**src/rtl/rdm_pkg.sv**
```systemverilog
package rdm_pkg;

    // Phase of one function-unit row
    typedef enum logic [1:0] {
        U_FREE  = 2'd0,
        U_READ  = 2'd1,
        U_WRITE = 2'd2
    } unit_state_e;

endpackage

```
**src/rtl/rdm_dep_lookup.sv**
```systemverilog
// Finds the producers an issuing instruction must wait on, from the
// latest-writer bits of all rows.
module rdm_dep_lookup #(
    parameter int NUM_UNITS = 8,
    parameter int NUM_REGS  = 32
) (
    input  logic [NUM_UNITS*NUM_REGS-1:0] latest_flat,
    input  logic [NUM_REGS-1:0]           src,
    input  logic [NUM_UNITS-1:0]          wr_fin,
    output logic [NUM_UNITS-1:0]          dep
);

    for (genvar p = 0; p < NUM_UNITS; p++) begin : g_prod
        // A producer that finishes this very cycle is no longer waited on
        assign dep[p] = (|(src & latest_flat[p*NUM_REGS +: NUM_REGS])) & ~wr_fin[p];
    end

endmodule

```
**src/rtl/rdm_row.sv**
```systemverilog
// One function-unit row: read marks, write marks, latest-writer bits,
// RAW dependency on other units and the phase state machine.
module rdm_row
    import rdm_pkg::*;
#(
    parameter int NUM_UNITS = 8,
    parameter int NUM_REGS  = 32,
    parameter int ROW_ID    = 0
) (
    input  logic                 clk,
    input  logic                 rst_n,
    input  logic                 take,
    input  logic [NUM_REGS-1:0]  iss_src,
    input  logic [NUM_REGS-1:0]  iss_dst,
    input  logic [NUM_REGS-1:0]  claim,
    input  logic [NUM_UNITS-1:0] iss_dep,
    input  logic                 rd_done,
    input  logic [NUM_UNITS-1:0] wr_fin,
    output logic [NUM_REGS-1:0]  need_rd,
    output logic [NUM_REGS-1:0]  need_wr,
    output logic [NUM_REGS-1:0]  latest,
    output logic [NUM_UNITS-1:0] dep,
    output logic                 is_free,
    output logic                 is_writing
);

    unit_state_e state_q, state_d;
    logic [NUM_REGS-1:0]  need_rd_d, need_wr_d, latest_d;
    logic [NUM_UNITS-1:0] dep_d;
    logic                 own_fin;

    assign own_fin = wr_fin[ROW_ID];

    // Next-state and next-data logic
    always_comb begin
        state_d   = state_q;
        need_rd_d = need_rd;
        need_wr_d = need_wr;
        latest_d  = latest & ~claim;
        dep_d     = dep & ~wr_fin;
        unique case (state_q)
            U_FREE: begin
                if (take) begin
                    need_rd_d = iss_src;
                    need_wr_d = iss_dst;
                    latest_d  = iss_dst;
                    dep_d     = iss_dep;
                    if (|iss_src)      state_d = U_READ;
                    else if (|iss_dst) state_d = U_WRITE;
                    else               state_d = U_FREE;
                end
            end
            U_READ: begin
                if (rd_done) begin
                    need_rd_d = '0;
                    dep_d     = '0;
                    state_d   = (|need_wr) ? U_WRITE : U_FREE;
                end
            end
            U_WRITE: begin
                if (own_fin) begin
                    need_wr_d = '0;
                    latest_d  = '0;
                    state_d   = U_FREE;
                end
            end
            default: state_d = U_FREE;
        endcase
    end

    // State register
    always_ff @(posedge clk) begin
        if (!rst_n) state_q <= U_FREE;
        else        state_q <= state_d;
    end

    // Row storage
    always_ff @(posedge clk) begin
        if (!rst_n) begin
            need_rd <= '0;
            need_wr <= '0;
            latest  <= '0;
            dep     <= '0;
        end else begin
            need_rd <= need_rd_d;
            need_wr <= need_wr_d;
            latest  <= latest_d;
            dep     <= dep_d;
        end
    end

    // Phase outputs
    always_comb begin
        is_free    = (state_q == U_FREE);
        is_writing = (state_q == U_WRITE);
    end


    self_dep_chk: assert property (@(posedge clk) disable iff (!rst_n)
        dep[ROW_ID] == 1'b0);


    latest_sub_chk: assert property (@(posedge clk) disable iff (!rst_n)
        (latest & ~need_wr) == '0);


    wr_clear_chk: assert property (@(posedge clk) disable iff (!rst_n)
        own_fin |=> (need_wr == '0 && latest == '0));


    rd_clear_chk: assert property (@(posedge clk) disable iff (!rst_n)
        (state_q == U_READ && rd_done) |=> (need_rd == '0 && dep == '0));


    take_chk: assert property (@(posedge clk) disable iff (!rst_n)
        (take && is_free) |=> (need_rd == $past(iss_src) && need_wr == $past(iss_dst)));

endmodule

```
**src/rtl/rdm_column_or.sv**
```systemverilog
// Per-register summaries over all rows; also guards ownership uniqueness.
module rdm_column_or #(
    parameter int NUM_UNITS = 8,
    parameter int NUM_REGS  = 32
) (
    input  logic                          clk,
    input  logic                          rst_n,
    input  logic [NUM_UNITS*NUM_REGS-1:0] need_rd_flat,
    input  logic [NUM_UNITS*NUM_REGS-1:0] need_wr_flat,
    input  logic [NUM_UNITS*NUM_REGS-1:0] latest_flat,
    output logic [NUM_REGS-1:0]           pend_rd,
    output logic [NUM_REGS-1:0]           pend_wr
);

    for (genvar r = 0; r < NUM_REGS; r++) begin : g_col
        logic [NUM_UNITS-1:0] rd_col, wr_col, own_col;
        always_comb begin
            for (int u = 0; u < NUM_UNITS; u++) begin
                rd_col[u]  = need_rd_flat[u*NUM_REGS + r];
                wr_col[u]  = need_wr_flat[u*NUM_REGS + r];
                own_col[u] = latest_flat[u*NUM_REGS + r];
            end
        end
        assign pend_rd[r] = |rd_col;
        assign pend_wr[r] = |wr_col;


        one_writer_chk: assert property (@(posedge clk) disable iff (!rst_n)
            $onehot0(own_col));
    end

endmodule

```
**src/rtl/reg_dep_matrix.sv**
```systemverilog
module reg_dep_matrix #(
    parameter int NUM_UNITS = 8,
    parameter int NUM_REGS  = 32,
    localparam int UW       = (NUM_UNITS > 1) ? $clog2(NUM_UNITS) : 1
) (
    input  logic                           clk,
    input  logic                           rst_n,
    input  logic                           issue_valid,
    input  logic [UW-1:0]                  issue_unit,
    input  logic [NUM_REGS-1:0]            issue_src,
    input  logic [NUM_REGS-1:0]            issue_dst,
    input  logic [NUM_UNITS-1:0]           rd_done,
    input  logic [NUM_UNITS-1:0]           wr_done,
    output logic [NUM_UNITS*NUM_UNITS-1:0] raw_dep,
    output logic [NUM_REGS-1:0]            pend_rd,
    output logic [NUM_REGS-1:0]            pend_wr
);

    logic [NUM_UNITS*NUM_REGS-1:0] need_rd_flat, need_wr_flat, latest_flat;
    logic [NUM_UNITS-1:0]          free_vec, writing_vec, wr_fin, iss_dep;
    logic [NUM_REGS-1:0]           claim;
    logic                          fire;

    assign fire   = issue_valid && (int'(issue_unit) < NUM_UNITS) && free_vec[issue_unit];
    assign claim  = fire ? issue_dst : '0;
    assign wr_fin = wr_done & writing_vec;

    rdm_dep_lookup #(.NUM_UNITS(NUM_UNITS), .NUM_REGS(NUM_REGS)) u_lookup (
        .latest_flat (latest_flat),
        .src         (issue_src),
        .wr_fin      (wr_fin),
        .dep         (iss_dep)
    );

    for (genvar u = 0; u < NUM_UNITS; u++) begin : g_row
        logic take;
        assign take = fire && (issue_unit == UW'(u));
        rdm_row #(.NUM_UNITS(NUM_UNITS), .NUM_REGS(NUM_REGS), .ROW_ID(u)) u_row (
            .clk        (clk),
            .rst_n      (rst_n),
            .take       (take),
            .iss_src    (issue_src),
            .iss_dst    (issue_dst),
            .claim      (claim),
            .iss_dep    (iss_dep),
            .rd_done    (rd_done[u]),
            .wr_fin     (wr_fin),
            .need_rd    (need_rd_flat[u*NUM_REGS +: NUM_REGS]),
            .need_wr    (need_wr_flat[u*NUM_REGS +: NUM_REGS]),
            .latest     (latest_flat[u*NUM_REGS +: NUM_REGS]),
            .dep        (raw_dep[u*NUM_UNITS +: NUM_UNITS]),
            .is_free    (free_vec[u]),
            .is_writing (writing_vec[u])
        );
    end

    rdm_column_or #(.NUM_UNITS(NUM_UNITS), .NUM_REGS(NUM_REGS)) u_cols (
        .clk          (clk),
        .rst_n        (rst_n),
        .need_rd_flat (need_rd_flat),
        .need_wr_flat (need_wr_flat),
        .latest_flat  (latest_flat),
        .pend_rd      (pend_rd),
        .pend_wr      (pend_wr)
    );


    busy_ignore_chk: assert property (@(posedge clk) disable iff (!rst_n)
        (issue_valid && !fire && rd_done == '0 && wr_done == '0)
            |=> ($stable(pend_rd) && $stable(pend_wr) && $stable(raw_dep)));

endmodule

```
**config.mk**
```make
export PLATFORM = sky130hd
export DESIGN_NAME = reg_dep_matrix
export DESIGN_NICKNAME = d
export VERILOG_FILES = /design/src/rtl/rdm_pkg.sv /design/src/rtl/rdm_dep_lookup.sv /design/src/rtl/rdm_row.sv /design/src/rtl/rdm_column_or.sv /design/src/rtl/reg_dep_matrix.sv
export SDC_FILE = /design/constraint.sdc
export NUM_CORES = 2
export LEC_CHECK = 0
export BUFFER_PORTS_ARGS = -buffer_cell sky130_fd_sc_hd__buf_2
export CORE_UTILIZATION = 65
export CTS_BUF_LIST = sky130_fd_sc_hd__clkbuf_8 sky130_fd_sc_hd__clkbuf_16
export CTS_CLUSTER_SIZE = 20
export DETAILED_ROUTE_END_ITERATION = 16
export PLACE_DENSITY_LB_ADDON = 0.2
export SLEW_MARGIN = 15
export SYNTH_ARGS = -nofsm -noshare
export SYNTH_HDL_FRONTEND = slang
export SYNTH_SLANG_ARGS = --single-unit
```
**constraint.sdc**
```tcl
create_clock -name clk -period 7 [get_ports clk]
set_clock_uncertainty 0.15 [all_clocks]
set_input_delay 1.4 -clock clk [delete_from_list [all_inputs] [get_ports clk]]
set_output_delay 1.4 -clock clk [all_outputs]
set_load 0.03 [all_outputs]
```
==> flow_summary.json <==
{
  "multi_input_area_sq_um": 14200,
  "r2r-end": "g_row[7].u_row.latest[4]$_SDFF_PN0_",
  "fin_util_pct": 74.04,
  "pwr-share-comb_pct": 10.3,
  "finalSetupViolCount": 0,
  "critPathMaxFanout": 28,
  "whs_path_depth": 2,
  "arrival_ns": 4.19,
  "switching_power_mw": 2.900,
  "drt_iter0_drc": 5820,
  "holdCritStartpoint": "g_row[5].u_row.latest[7]$_SDFF_PN0_",
  "drv_slew": 0,
  "hold_buffers": 0,
  "p_int_mw": 7.871,
  "via_count": 32492,
  "min_path_type": "flip-flop to flip-flop",
  "path_clk_slew_ns": 0.06,
  "ir_worst_vdd_v": 0.0002668,
  "synth.ff_latch_count": 848,
  "ys_types": 59,
  "viasPerCell": 7.539,
  "min_period_over_period_pct": 53.71,
  "dr.pass1.iters": 7,
  "hpwl_um": 84120,
  "finalCriticalPeriod_ns": 3.760,
  "clk_latency_ns": 0.64,
  "first_global_vias": 30505,
  "stdcell_count": 4310,
  "syn_area_sq_um": 32520,
  "post_cts_resized": 0,
  "hold_ws_ns": 0.3149,
  "cts_tree": "yes",
  "grt_max_degree": 280,
  "h-tree-depth": 3,
  "cts_root_buffer": "clkbuf_16",
  "fp.dieH_um": 225.7,
  "reg2reg_slack_ns": 3.40,
  "final_cell_mix": "848 x dfxtp_1, 405 x a22oi_1, 391 x nand2_1",
  "ios": 214,
  "r2r_cells": 6,
  "hold_end": "g_row[5].u_row.latest[7]$_SDFF_PN0_",
  "postSynthAreaPerCell_sq_um": 9.038,
  "antenna_found_initial": 11,
  "cp.required_ns": 7.43,
  "max_slew.worst_pin.slew_ns": 1.308,
  "async_reset_ff_share_pct": 0,
  "synth_ff_type": "dfxtp_1",
  "slew_headroom_pct": 12.25,
  "seqPwrFrac_pct": 46.5,
  "finalPower_mw": 10.77,
  "die_w_um": 225.7,
  "area_delta_synth_final_pct": 11.91,
  "post-cts-setup-buffer-count": 0,
  "seq_area_sq_um": 16980,
  "routedWlPerCell_um": 30.98,
  "layout-drive-gt1-share_pct": 12.80,
  "clockBufferDepth": 3,
  "fin_setup_tns_ns": 0,
  "ant_nets": 0,
  "initial_core_util_pct": 66.16,
  "clkPwrFrac_pct": 43.2,
  "leakagePower_nw": 13.87,
  "core_area_sq_um": 49150,
  "hold_violations": 0,
  "dieArea_sq_um": 50930,
  "switching_share_pct": 26.92,
  "r2r-start": "g_row[5].u_row.state_q[1]$_SDFFE_PN0P_",
  "endpoint_kind": "flip-flop",
  "syn_nets": 3684,
  "rsz0062_at_grt": "false",
  "overflow": 0,
  "drc": 0,
  "syn_inst": 3598,
  "yosys_warnings": 0,
  "start_kind": "input pin",
  "powerDensity_nw_per_um2": 296.0,
  "ys_seq_area_share_pct": 52.20,
  "drv_cap": 0,
  "status": "finished, final reports clean",
  "num-nets-final": 3656,
  "io_buffers": 213,
  "grt.total_usage_pct": 51.11,
  "grt_pass1_wl_um": 193000,
  "cts_buffers": 84,
  "critPathKind": "input pin to flip-flop",
  "rows": 81,
  "drt-total-wl_um": 133500,
  "placedCellCount": 4147,
  "fmax_mhz": 266.0,
  "place.gp.congestion": 1.044,
  "fillCellCount": 3542,
  "cts.sink_count": 848,
  "synth-edff-count": 0,
  "layout_commonest_cell": "dfxtp_1"
}
-- cell usage after synthesis, types with 7 or more instances --
cell type | instances | share of area, %
nor3_1 | 13 | 0.20
nand2_2 | 21 | 0.40
buf_2 | 18 | 0.28
o21ai_0 | 67 | 1.0
a21oi_1 | 231 | 3.6
a21o_1 | 8 | 0.18
nand2_1 | 391 | 4.5
nor2b_1 | 8 | 0.15
nand3_1 | 161 | 2.5
and2_1 | 8 | 0.15
mux2i_1 | 60 | 1.8
nor2_1 | 374 | 4.3
clkbuf_1 | 332 | 3.8
buf_1 | 19 | 0.22
a22o_1 | 67 | 1.8
a221oi_1 | 13 | 0.35
nor4_1 | 210 | 4.0
a32o_1 | 161 | 5.0
and3_1 | 14 | 0.27
nand4_1 | 63 | 1.2
dfxtp_1 | 848 | 52
inv_1 | 7 | 0.081
a22oi_1 | 405 | 9.3
-- worst max-delay path by stage --
| stage | from | end | slack [ns] | depth (start not counted) |
|---|---|---|---|---|
| 6_report | issue_unit[2] | g_row[3].u_row.latest[28]$_SDFF_PN0_ | 3.24 | 6 |
| 5_1_grt | issue_unit[2] | g_row[3].u_row.latest[25]$_SDFF_PN0_ | 3.19 | 6 |
| 4_1_cts | issue_unit[2] | g_row[3].u_row.latest[28]$_SDFF_PN0_ | 3.39 | 6 |
| 3_5_place_dp | issue_unit[2] | g_row[3].u_row.latest[28]$_SDFF_PN0_ | 2.74 | 6 |
| 3_3_place_gp | issue_unit[2] | g_row[3].u_row.latest[22]$_SDFF_PN0_ | 2.83 | 6 |
| 2_1_floorplan | issue_unit[0] | g_row[1].u_row.latest[22]$_SDFF_PN0_ | 3.73 | 9 |
-- sequential cells by signal, indices dropped and copies added (netlist names) --
signal	count
g_row.u_row.dep	64
g_row.u_row.latest	256
g_row.u_row.need_rd	256
g_row.u_row.need_wr	256
g_row.u_row.state_q	16
-- kinds of logic after synthesis --
family,share of synthesized area (%)
buffers and inverters,4.606
muxes,1.985
DFF,52.20
AOI/OAI and AO/OA,22.65
and+or+nand+nor,18.55
-- cell type report --
type	instances	share of cell area [%]
Timing Repair Buffer	263	4.050
Clock buffer	108	6.746
Inverter	8	0.1031
Multi-Input combinational cell	2365	39.02
Tap cell	664	2.283
Sequential cell	848	46.65
Antenna cell	12	0.08251
Clock inverter	42	1.073
-- metal layers --
metal / up-vias / share of wire, % / GRT usage, %
met5: - / 0.042 / 0.1955
met1: 15337 / 35 / 64.12
met2: 3024 / 41 / 71.66
met3: 820 / 16 / 19.71
li1: 13301 / - / -
met4: 10 / 8.5 / 36.21
-- per-stage QoR --
step,setup WS (ns),area [sq um]
final,3.240,36390
after global routing,3.187,36370
after CTS,3.387,36320
after detailed placement,2.741,33470
after global placement,2.833,33470
after floorplan,3.732,32520
-- power groups by stage --
stage / Clock, mW / Combinational, mW / Sequential [mW]
2_1_floorplan: 0 / 0.621 / 5.10
3_3_place_gp: 0 / 1.01 / 5.10
3_5_place_dp: 0 / 1.03 / 5.11
4_1_cts: 4.62 / 1.04 / 5.00
5_1_grt: 4.82 / 1.12 / 5.01
6_report: 4.65 / 1.11 / 5.01
-- worst max-delay path, cell delays in order --
cell	delay, ns
buf_2	0.23
nand4b_1	0.33
o21ai_0	0.12
nand2b_1	0.68
and2_1	1.08
a32o_1	0.30
Note: power is estimated with default switching activity, not from simulation.
